File: src/rtl/dith_pkg.sv
// Package: shared constants and helpers for the spatial dither unit.
// Assumes feedback polynomials of the form x^W + x^t + 1.
package dith_pkg;
    // Tap used by every channel in shared mode
    localparam int SHARED_TAP = 3;

    // Tap for a channel when taps are separate (0 red, 1 green, 2 blue)
    function automatic int sep_tap(input int ch);
        return (ch == 1) ? 9 : ((ch == 2) ? 13 : 3);
    endfunction
endpackage

File: src/rtl/dith_lfsr.sv
// Module: one channel's 28-bit LFSR with seed load and selectable tap.
// Provides the state used for the current pixel (the load value on a
// reload pixel). Assumes seed is static between resets.
module dith_lfsr #(
    parameter int W       = 28,
    parameter int MIX_W   = 4,
    parameter int TAP_A   = 3,
    parameter int TAP_B   = 3
) (
    input  logic             clk,
    input  logic             rst_n,
    input  logic [W-1:0]     seed,
    input  logic             use_b,
    input  logic             load_en,
    input  logic [MIX_W-1:0] mix,
    input  logic             adv,
    output logic [W-1:0]     cur
);
    logic [W-1:0] state_q;
    logic [W-1:0] seed_fix;
    logic [W-1:0] load_val;
    logic         fb;

    // Zero-guarded seed and per-frame load value
    always_comb begin
        seed_fix = (seed == '0) ? W'(1) : seed;
        load_val = seed ^ {{(W-MIX_W){1'b0}}, mix};
        if (load_val == '0) load_val = W'(1);
        cur = load_en ? load_val : state_q;
        fb  = cur[W-1] ^ (use_b ? cur[TAP_B-1] : cur[TAP_A-1]);
    end

    // State register: seed at reset, one step per valid pixel
    always_ff @(posedge clk) begin
        if (!rst_n)   state_q <= seed_fix;
        else if (adv) state_q <= {cur[W-2:0], fb};
    end

    assert_nonzero_R4: assert property (@(posedge clk) disable iff (!rst_n)
        state_q != '0);
    assert_hold_R5: assert property (@(posedge clk) disable iff (!rst_n)
        !adv |=> $stable(state_q));
endmodule

File: src/rtl/dith_frame_ctr.sv
// Module: frame counter for per-frame reseeding, with bit-reversed output.
// Counts valid frame strobes modulo 2^CNT_W while reseeding is on.
module dith_frame_ctr #(
    parameter int CNT_W = 4
) (
    input  logic             clk,
    input  logic             rst_n,
    input  logic             frame_rand,
    input  logic             step,
    output logic [CNT_W-1:0] mix
);
    logic [CNT_W-1:0] cnt_q;

    // Counter: held at zero with reseeding off, wraps at its maximum
    always_ff @(posedge clk) begin
        if (!rst_n || !frame_rand) cnt_q <= '0;
        else if (step)             cnt_q <= cnt_q + 1'b1;
    end

    // Bit swap: reverse the count before mixing into the seed
    for (genvar i = 0; i < CNT_W; i++) begin : g_rev
        assign mix[i] = cnt_q[CNT_W-1-i];
    end

    assert_count_stable_R6: assert property (@(posedge clk) disable iff (!rst_n)
        (frame_rand && !step) |=> $stable(cnt_q));
endmodule

File: src/rtl/dith_chan.sv
// Module: one colour channel - offset shaping, saturating add, truncation
// and the output register. Assumes IN_W > HI_W > LO_W.
module dith_chan #(
    parameter int IN_W = 12,
    parameter int HI_W = 8,
    parameter int LO_W = 6
) (
    input  logic                  clk,
    input  logic                  rst_n,
    input  logic [IN_W-1:0]       in_pix,
    input  logic                  pix_valid,
    input  logic                  pix_sol,
    input  logic [IN_W-LO_W-1:0]  raw,
    input  logic                  dith_on,
    input  logic                  narrow,
    input  logic                  highpass,
    output logic [HI_W-1:0]       out_q
);
    localparam int NZ_W   = IN_W - LO_W;
    localparam int WIDE_W = IN_W - HI_W;

    logic [NZ_W-1:0] prev_q;
    logic [NZ_W-1:0] prev_use;
    logic [NZ_W-1:0] noise;
    logic [IN_W:0]   sum;
    logic [IN_W-1:0] val;
    logic [HI_W-1:0] res;

    // Offset shaping, saturating add and truncation
    always_comb begin
        prev_use = pix_sol ? '0 : prev_q;
        noise    = highpass ? (raw ^ prev_use) : raw;
        if (!narrow) noise = noise & NZ_W'((1 << WIDE_W) - 1);
        sum = {1'b0, in_pix} + {{(IN_W+1-NZ_W){1'b0}}, noise};
        val = dith_on ? (sum[IN_W] ? '1 : sum[IN_W-1:0]) : in_pix;
        res = narrow ? {{(HI_W-LO_W){1'b0}}, val[IN_W-1 -: LO_W]}
                     : val[IN_W-1 -: HI_W];
    end

    // Previous raw offset for the high-pass option
    always_ff @(posedge clk) begin
        if (!rst_n)         prev_q <= '0;
        else if (pix_valid) prev_q <= raw;
    end

    // Output register
    always_ff @(posedge clk) begin
        if (!rst_n) out_q <= '0;
        else        out_q <= res;
    end

    assert_no_drop_R8: assert property (@(posedge clk) disable iff (!rst_n)
        (dith_on && !narrow) |=> out_q >= $past(in_pix[IN_W-1 -: HI_W]));
    assert_plain_R2: assert property (@(posedge clk) disable iff (!rst_n)
        (!dith_on && !narrow) |=> out_q == $past(in_pix[IN_W-1 -: HI_W]));
endmodule

File: src/rtl/pix_lfsr_dither.sv
// Module: spatial LFSR dither unit, top level. Three channels, each with
// its own LFSR and shaping slice, plus a shared frame counter.
// Assumes configuration changes only while reset is asserted.
module pix_lfsr_dither #(
    parameter int IN_W   = 12,
    parameter int HI_W   = 8,
    parameter int LO_W   = 6,
    parameter int LFSR_W = 28,
    parameter int CNT_W  = 4
) (
    input  logic              clk,
    input  logic              rst_n,
    input  logic              cfg_enable,
    input  logic [1:0]        cfg_depth,
    input  logic              cfg_rgb_sep,
    input  logic              cfg_frame_rand,
    input  logic              cfg_highpass,
    input  logic [LFSR_W-1:0] seed_r,
    input  logic [LFSR_W-1:0] seed_g,
    input  logic [LFSR_W-1:0] seed_b,
    input  logic              pix_valid,
    input  logic              pix_sof,
    input  logic              pix_sol,
    input  logic [IN_W-1:0]   pix_r,
    input  logic [IN_W-1:0]   pix_g,
    input  logic [IN_W-1:0]   pix_b,
    output logic              out_valid,
    output logic              out_sof,
    output logic              out_sol,
    output logic [HI_W-1:0]   out_r,
    output logic [HI_W-1:0]   out_g,
    output logic [HI_W-1:0]   out_b
);
    import dith_pkg::*;

    localparam int NCH  = 3;
    localparam int NZ_W = IN_W - LO_W;

    logic [LFSR_W-1:0] seeds [NCH];
    logic [IN_W-1:0]   ins   [NCH];
    logic [HI_W-1:0]   outs  [NCH];
    logic [CNT_W-1:0]  mix;
    logic              dith_on;
    logic              narrow;
    logic              reload;

    // Mode decode and channel fan-out
    always_comb begin
        dith_on  = cfg_enable && (cfg_depth < 2'd2);
        narrow   = (cfg_depth == 2'd0);
        reload   = pix_valid && pix_sof && cfg_frame_rand;
        seeds[0] = seed_r;
        seeds[1] = seed_g;
        seeds[2] = seed_b;
        ins[0]   = pix_r;
        ins[1]   = pix_g;
        ins[2]   = pix_b;
    end

    dith_frame_ctr #(.CNT_W(CNT_W)) u_fctr (
        .clk        (clk),
        .rst_n      (rst_n),
        .frame_rand (cfg_frame_rand),
        .step       (pix_valid && pix_sof),
        .mix        (mix)
    );

    for (genvar ch = 0; ch < NCH; ch++) begin : g_ch
        logic [LFSR_W-1:0] cur;

        dith_lfsr #(
            .W     (LFSR_W),
            .MIX_W (CNT_W),
            .TAP_A (SHARED_TAP),
            .TAP_B (sep_tap(ch))
        ) u_lfsr (
            .clk     (clk),
            .rst_n   (rst_n),
            .seed    (seeds[ch]),
            .use_b   (cfg_rgb_sep),
            .load_en (reload),
            .mix     (mix),
            .adv     (pix_valid),
            .cur     (cur)
        );

        dith_chan #(.IN_W(IN_W), .HI_W(HI_W), .LO_W(LO_W)) u_chan (
            .clk       (clk),
            .rst_n     (rst_n),
            .in_pix    (ins[ch]),
            .pix_valid (pix_valid),
            .pix_sol   (pix_sol),
            .raw       (cur[NZ_W-1:0]),
            .dith_on   (dith_on),
            .narrow    (narrow),
            .highpass  (cfg_highpass),
            .out_q     (outs[ch])
        );
    end

    // Strobe delay registers
    always_ff @(posedge clk) begin
        if (!rst_n) begin
            out_valid <= 1'b0;
            out_sof   <= 1'b0;
            out_sol   <= 1'b0;
        end else begin
            out_valid <= pix_valid;
            out_sof   <= pix_valid && pix_sof;
            out_sol   <= pix_valid && pix_sol;
        end
    end

    assign out_r = outs[0];
    assign out_g = outs[1];
    assign out_b = outs[2];

    assert_latency_R9: assert property (@(posedge clk) disable iff (!rst_n)
        pix_valid |=> out_valid);
    assert_idle_R9: assert property (@(posedge clk) disable iff (!rst_n)
        !pix_valid |=> !out_valid && !out_sof && !out_sol);
    assert_narrow_R1: assert property (@(posedge clk) disable iff (!rst_n)
        (cfg_depth == 2'd0) |=> (out_r[HI_W-1:LO_W] == '0) &&
            (out_g[HI_W-1:LO_W] == '0) && (out_b[HI_W-1:LO_W] == '0));
endmodule

File: config.mk
export PLATFORM = sky130hd
export DESIGN_NAME = pix_lfsr_dither
export DESIGN_NICKNAME = d
export VERILOG_FILES = /design/src/rtl/dith_pkg.sv /design/src/rtl/dith_lfsr.sv /design/src/rtl/dith_frame_ctr.sv /design/src/rtl/dith_chan.sv /design/src/rtl/pix_lfsr_dither.sv
export SDC_FILE = /design/constraint.sdc
export NUM_CORES = 1
export LEC_CHECK = 0
export CELL_PAD_IN_SITES_DETAIL_PLACEMENT = 0
export CELL_PAD_IN_SITES_GLOBAL_PLACEMENT = 2
export CORE_UTILIZATION = 31
export DETAILED_ROUTE_END_ITERATION = 8
export MAX_ROUTING_LAYER = met4
export PLACE_DENSITY_LB_ADDON = 0.1
export SYNTH_ARGS = -nofsm -noshare
export SYNTH_HDL_FRONTEND = slang
export SYNTH_SLANG_ARGS = --single-unit
File: constraint.sdc
create_clock -name clk -period 4.4 [get_ports clk]
set_input_delay 0.44 -clock clk [delete_from_list [all_inputs] [get_ports clk]]
set_output_delay 0.44 -clock clk [all_outputs]
set_load 0.02 [all_outputs]
==> results of run 1 <==
## placed cells by master, fill, tap and decap left out, drive strengths merged, types with 3 or more instances in the layout
cell / instances
and2: 7
nor3: 11
a31oi: 65
clkbuf: 17
o21a: 3
clkinv: 8
a211oi: 10
a22o: 9
o31ai: 5
a21oi: 40
nand4: 9
nand3: 13
xor2: 13
xnor2: 22
ha: 16
mux2i: 14
a211o: 5
nor2: 124
buf: 21
o21ai: 37
a221oi: 4
nand2: 181
or3: 5
o211ai: 4
bufinv: 3
o22ai: 6
mux2: 4
dfxtp: 49
o32ai: 3
a21o: 6
nand2b: 3
and3: 15
nor4: 19
edfxtp: 84
clkdlybuf4s50: 156
inv: 11
## area by class of cell
class / instances / area share, %
Multi-Input combinational cell: 680 / 38.1
Inverter: 9 / 0.346
Tap cell: 324 / 4.00
Clock inverter: 15 / 1.78
Timing Repair Buffer: 177 / 17.1
Sequential cell: 133 / 34.6
Clock buffer: 17 / 4.20
## kinds of logic (layout without fill, tap and decap cells)
| kind of cell | Yosys count | after routing | share of synthesized area (%) |
|---|---|---|---|
| flops | 133 | 133 | 45.8 |
| compound gates | 213 | 213 | 18.1 |
| fa+ha+maj | 16 | 16 | 2.62 |
| buf+inv | 69 | 218 | 3.99 |
| simple gates | 398 | 398 | 23.1 |
| xor+xnor | 35 | 35 | 4.00 |
| mux | 18 | 18 | 2.42 |
## power by group
part | leakage, nW | internal (mW) | total [mW] | switching [mW]
clock network | 0.295 | 0.897 | 1.49 | 0.596
registers | 1.25 | 1.46 | 1.49 | 0.0337
logic | 2.25 | 0.321 | 0.694 | 0.373
## cell usage after synthesis, types with 10 or more instances
| library cell | number |
|---|---|
| nor2_1 | 123 |
| clkbuf_1 | 44 |
| a21oi_1 | 37 |
| xor2_1 | 13 |
| mux2i_1 | 14 |
| ha_1 | 16 |
| xnor2_1 | 22 |
| nand3_1 | 13 |
| nand2_1 | 179 |
| nor4_1 | 15 |
| edfxtp_1 | 84 |
| o21ai_0 | 35 |
| nor3_1 | 11 |
| and3_1 | 10 |
| a31oi_1 | 65 |
| dfxtp_1 | 49 |
| a211oi_1 | 10 |
## sequential cells by signal (all words and copies together) (netlist names)
register	count
g_ch.u_lfsr.state_q	84
u_fctr.cnt_q	4
g_ch.u_chan.out_q	24
out_sol	1
out_sof	1
g_ch.u_chan.prev_q	18
out_valid	1
## per-layer routing
metal	vias to the layer above	GRT usage (%)	routed length [um]	part of all wire, %
met5	-	-	0	0
met4	0	3.89	169	0.73
met3	10	3.75	1110	4.8
met2	186	30.4	10800	46
met1	3318	24.9	11200	48
li1	3476	-	-	-
## how the worst min path moves through the flow
stage / start / to / slack, ns / cells past startpoint
after floorplan: g_ch[0].u_chan.prev_q[1] / g_ch[0].u_chan.prev_q[1] / 0.42 / 2
after global placement: g_ch[1].u_chan.prev_q[1] / g_ch[1].u_chan.prev_q[1] / 0.43 / 2
after detailed placement: g_ch[1].u_chan.prev_q[2] / g_ch[1].u_chan.prev_q[2] / 0.44 / 2
after CTS: rst_n / g_ch[2].u_chan.out_q[1] / 0.31 / 2
after global routing: rst_n / g_ch[2].u_chan.out_q[1] / 0.32 / 2
final: rst_n / g_ch[2].u_chan.out_q[1] / 0.33 / 2
==> run metrics, run 1 <==
max-cap viol count=0; Reg2Reg Depth=14; Hold WC Path Type=in -> reg; routed vias/inst=5.16; leakage power=3.79 nW; Clock Latency Late Sink=0.42 ns; post-layout util=41.8%; Arr. time, crit path=3.93 ns; Synth top area share=33.0%; post-DP HPWL=16.4 mm; # clock sinks=133; fmax=274 MHz; DR vias=6990; Power Total=3.68 mW; Post-synth ARST share=0%; maximum clock path buffer count=2; design area=10100 um^2; Setup TNS Final=0 ns; First-pass DRT Iterations=4; CTS tree=yes; Filler cells=2452; die width=159 um; Initial Util=31.6%; final setup violation count=0; syn_area_per_cell=8.68 um^2; Die ar.=25300 um^2; clock skew=0.0113 ns; Main synth FF type=edfxtp_1; Worst-path clk slew=0.07 ns; multi-input logic area=3860 um^2; final worst path period need=3.65 ns; pin count of the biggest net entering global routing=95; first-pass GRT wire length=36.6 mm; crit-path cells=clkdlybuf4s50_1, nand3_4, a21oi_1, xor2_1, ha_1, a211o_1, nor2_1, nor4b_1, o22a_1, a211oi_1, o31a_1, nand3_1, mux2i_1, o32ai_1; worst hold margin=0.333 ns; CP endpoint=g_ch[0].u_chan.out_q[4]; post-CTS setup buffer count=0; post-detailed-route count of antenna-violating nets=0; CP Depth=14; GRT Resource Usage Total=19.0%; Buffers & Inverters on Critical Path=1; launching point of the worst reg2reg path=u_fctr.cnt_q[0]; layout cells sized above 1=7.76%; initial antenna violation count=0; Warnings, synthesis=0; DRC=0; Rows=57; kind of critical path=in -> reg; RSZ-0062 raised after global routing=no; Clk Tree Root Cell=clkbuf_16; Tcrit/Tclk final=83.0%; slew at the pin closest to its max-slew limit=0.978 ns; Antenna Cells=0; RR Endpoint=g_ch[0].u_chan.out_q[4]; H-tree levels=4; Die Ht=159 um; total global routing overflow=0; crit path max fanout=21; Post-Layout Cell Count=1355; Syn Nets=1029; sequential element share of the synthesized area=45.8%; max-slew violations=0; cts bufs inserted=17; nets=1165; worst setup path start=pix_valid; cell taking the most area after synthesis=edfxtp_1; Area Growth Syn to Fin=32.5%; critical path's top delay family=compound AO/OA/AOI/OAI gates; status=finished clean; Final Hold Vio Count=0; CP Launch Type=input pin; EDFF count, synth=84; DP Cell Count=1323; Sequential cell area=3500 um^2; flops & latches, synth=133; CP endpoint kind=register; port buffer count=157; mapped cell area=7650 um^2; Mapped Cells=882; Std-Cell Core Area=24200 um^2; vias in the first global route=6584; hold buffers post-CTS=0; DR iter-0 viols=382; Rel. slew slack=34.8%; IO Pins=158; reg-to-reg slack, setup=1.02 ns; Post-Place Setup Slack=0.292 ns; Cell variety after synth=70; final setup margin=0.748 ns; Worst path max stage delay=0.62 ns; Synth area leaders=edfxtp_1 33%, dfxtp_1 13%, nand2_1 8.8%; gpl congestion=0.798; PostCTS Resize Cnt=0; cell with the largest stage delay on the worst path=clkdlybuf4s50_1; WP data required=4.67 ns; post-detailed-routing wire length=23.3 mm; worst vdd ir=0.220 mV; placed cell area=9530 um^2; wire per inst=17.2 um; Pwr Density=363 nW/um^2
(Power assumes the default switching activity.)
==> run 2: changes to the inputs <==
clock period = 3.6 ns   (was 4.4 ns; I/O delays follow)
==> run 2 against run 1 <==
Die area unchanged. Worst hold slack better by 0.095 ns. Register-to-register slack worse by 0.65 ns. Sequential cell count unchanged. Via count up 1.2%. Design area up 3.2%. Sequential power up 23%. Non-clock buffer count up 46. Setup slack worse by 0.45 ns. Final cell count up 3.2%. Sequential share of layout area down 1.1 points.
==> run metrics, run 2 (synthesized netlist as in run 1, its figures left out) <==
status=finished clean (unchanged); Sequential cell area=3500 um^2 (unchanged); Top Usage Layer GRT=met2 (unchanged); Reg2Reg Depth=13 (was 14); Std-Cell Core Area=24200 um^2 (unchanged); biggest regs=g_ch.u_lfsr.state_q (84), g_ch.u_chan.out_q (24), g_ch.u_chan.prev_q (18) (unchanged); CP endpoint=g_ch[1].u_chan.out_q[0] (was g_ch[0].u_chan.out_q[4]); leakage power=4.00 nW (was 3.79 nW); CP Launch Type=input pin (unchanged); Worst-path clk slew=0.06 ns (was 0.07 ns); post-DP HPWL=17.0 mm (was 16.4 mm); Clk Tree Root Cell=clkbuf_16 (unchanged); multi-input logic area=3860 um^2 (about the same); Die Ht=159 um (unchanged); Tcrit/Tclk final=91.6%; WP data required=3.91 ns (was 4.67 ns); hold buffers post-CTS=0 (unchanged); Initial Util=31.6% (unchanged); DR vias=7071 (was 6990); GRT Resource Usage Total=19.2% (was 19.0%); total global routing overflow=0 (unchanged); IO Pins=158 (unchanged); Area Growth Syn to Fin=36.6% (was 32.5%); met2 usage=30.4% (about the same); final setup violation count=0 (unchanged); routed vias/inst=5.05 (was 5.16); Setup TNS Final=0 ns (unchanged); first-pass GRT wire length=37.3 mm (was 36.6 mm); RSZ-0062 raised after global routing=no (unchanged); cts bufs inserted=17 (unchanged); DRC=0 (unchanged); vias in the first global route=6821 (was 6584); post-detailed-routing wire length=23.1 mm (was 23.3 mm); slew at the pin closest to its max-slew limit=0.672 ns (was 0.978 ns); initial antenna violation count=0 (unchanged); Die ar.=25300 um^2 (unchanged); Arr. time, crit path=3.61 ns (was 3.93 ns); GR Util met3=3.41% (was 3.75%); met1 usage=25.4% (was 24.9%); Largest register FFs=84 (unchanged); Post-Layout Cell Count=1399 (was 1355); max-slew violations=0 (unchanged); Hold WC Path Type=in -> reg (unchanged); launching point of the worst reg2reg path=u_fctr.cnt_q[1] (was u_fctr.cnt_q[0]); reg-to-reg slack, setup=0.37 ns (was 1.02 ns); crit path max fanout=8 (was 21); Power Total=4.43 mW (was 3.68 mW); placed cell area=9890 um^2 (was 9530 um^2); pin count of the biggest net entering global routing=55 (was 95); worst setup path start=pix_sof (was pix_valid); CTS tree=yes (unchanged); DP Cell Count=1369 (was 1323); fmax=303 MHz; gpl congestion=0.792 (was 0.798); DR iter-0 viols=435 (was 382); Reg with most FFs=g_ch.u_lfsr.state_q (unchanged); H-tree levels=4 (unchanged); wire per inst=16.5 um (was 17.2 um); die width=159 um (unchanged); CP endpoint kind=register (unchanged); Rel. slew slack=54.8% (was 34.8%); port buffer count=157 (unchanged); First-pass DRT Iterations=5 (was 4); Antenna Cells=0 (unchanged); layout cells sized above 1=11.6% (was 7.76%); Filler cells=2484 (was 2452); final worst path period need=3.30 ns; worst vdd ir=0.185 mV (was 0.220 mV); post-detailed-route count of antenna-violating nets=0 (unchanged); Final Hold Vio Count=0 (unchanged); RR Endpoint=g_ch[1].u_chan.out_q[0] (was g_ch[0].u_chan.out_q[4]); commonest non-fill, non-tap cells in the layout=179 x nand2_1, 155 x clkdlybuf4s50_1, 123 x nor2_1 (was 179 x nand2_1, 156 x clkdlybuf4s50_1, 123 x nor2_1); design area=10500 um^2 (was 10100 um^2); maximum clock path buffer count=2 (unchanged); Pwr Density=424 nW/um^2 (was 363 nW/um^2); Clock Latency Late Sink=0.42 ns (about the same); nets=1211 (was 1165); most common cell after layout, fill and taps aside=nand2_1 (unchanged); kind of critical path=in -> reg (unchanged); clock skew=0.0128 ns (was 0.0113 ns); Rows=57 (unchanged); max-cap viol count=0 (unchanged); # clock sinks=133 (unchanged)
## run 2: worst min-delay path by stage
stage                                   startpoint                       end  depth (start not counted)
final                                    pix_valid  g_ch[1].u_chan.prev_q[5]                          3
after global routing                     pix_valid  g_ch[1].u_chan.prev_q[5]                          3
after CTS                 g_ch[1].u_chan.prev_q[3]  g_ch[1].u_chan.prev_q[3]                          2
after detailed placement  g_ch[1].u_chan.prev_q[3]  g_ch[1].u_chan.prev_q[3]                          2
after global placement    g_ch[1].u_chan.prev_q[2]  g_ch[1].u_chan.prev_q[2]                          2
after floorplan           g_ch[0].u_chan.prev_q[1]  g_ch[0].u_chan.prev_q[1]                          2
## run 2: final cells by class
type | instances | share of cell area, %
sequential | 133 | 33.5
clock buffer | 17 | 4.07
inverter | 9 | 0.335
tap | 324 | 3.88
clock inverter | 13 | 1.29
multi-input combinational | 680 | 36.9
timing repair buffer | 223 | 20.0
## run 2: metal layers
| metal | share of wire (%) | routed length (um) | vias to the layer above |
|---|---|---|---|
| li1 | - | - | 3562 |
| met1 | 48 | 11000 | 3303 |
| met2 | 46 | 10800 | 188 |
| met3 | 4.8 | 1110 | 18 |
| met4 | 1.2 | 275 | 0 |
| met5 | 0 | 0 | - |
## run 2: what timing repair did
item,4_1_cts,5_1_grt
setup buffers,0,0
gates resized for setup,0,3
setup endpoints to repair,0,2
## run 2: critical path, stage by stage
cell and delay, ns:
clkdlybuf4s50_1 0.57, and3_4 0.28, mux2i_1 0.20, buf_4 0.15, xnor2_1 0.11, nor2_1 0.06
ha_1 0.31, o211ai_1 0.12, nor2_1 0.07, a211oi_1 0.17, o31ai_1 0.14, a21o_1 0.25
and2_1 0.24, and3_1 0.20, o41ai_1 0.37
## run 2: power breakdown
part	internal (mW)	total, mW	switching [mW]
clock	1.01	1.70	0.690
combinational	0.442	0.907	0.465
sequential	1.79	1.83	0.0411
## run 2: per-stage QoR
stage / util (%) / setup slack [ns] / hold slack [ns]
floorplan: - / 0.120 / 0.425
global placement: 40.8 / -0.141 / 0.434
detailed placement: 40.8 / -0.165 / 0.444
CTS: 43.1 / 0.267 / 0.457
global route: 43.1 / 0.0321 / 0.457
finish: 43.1 / 0.301 / 0.428
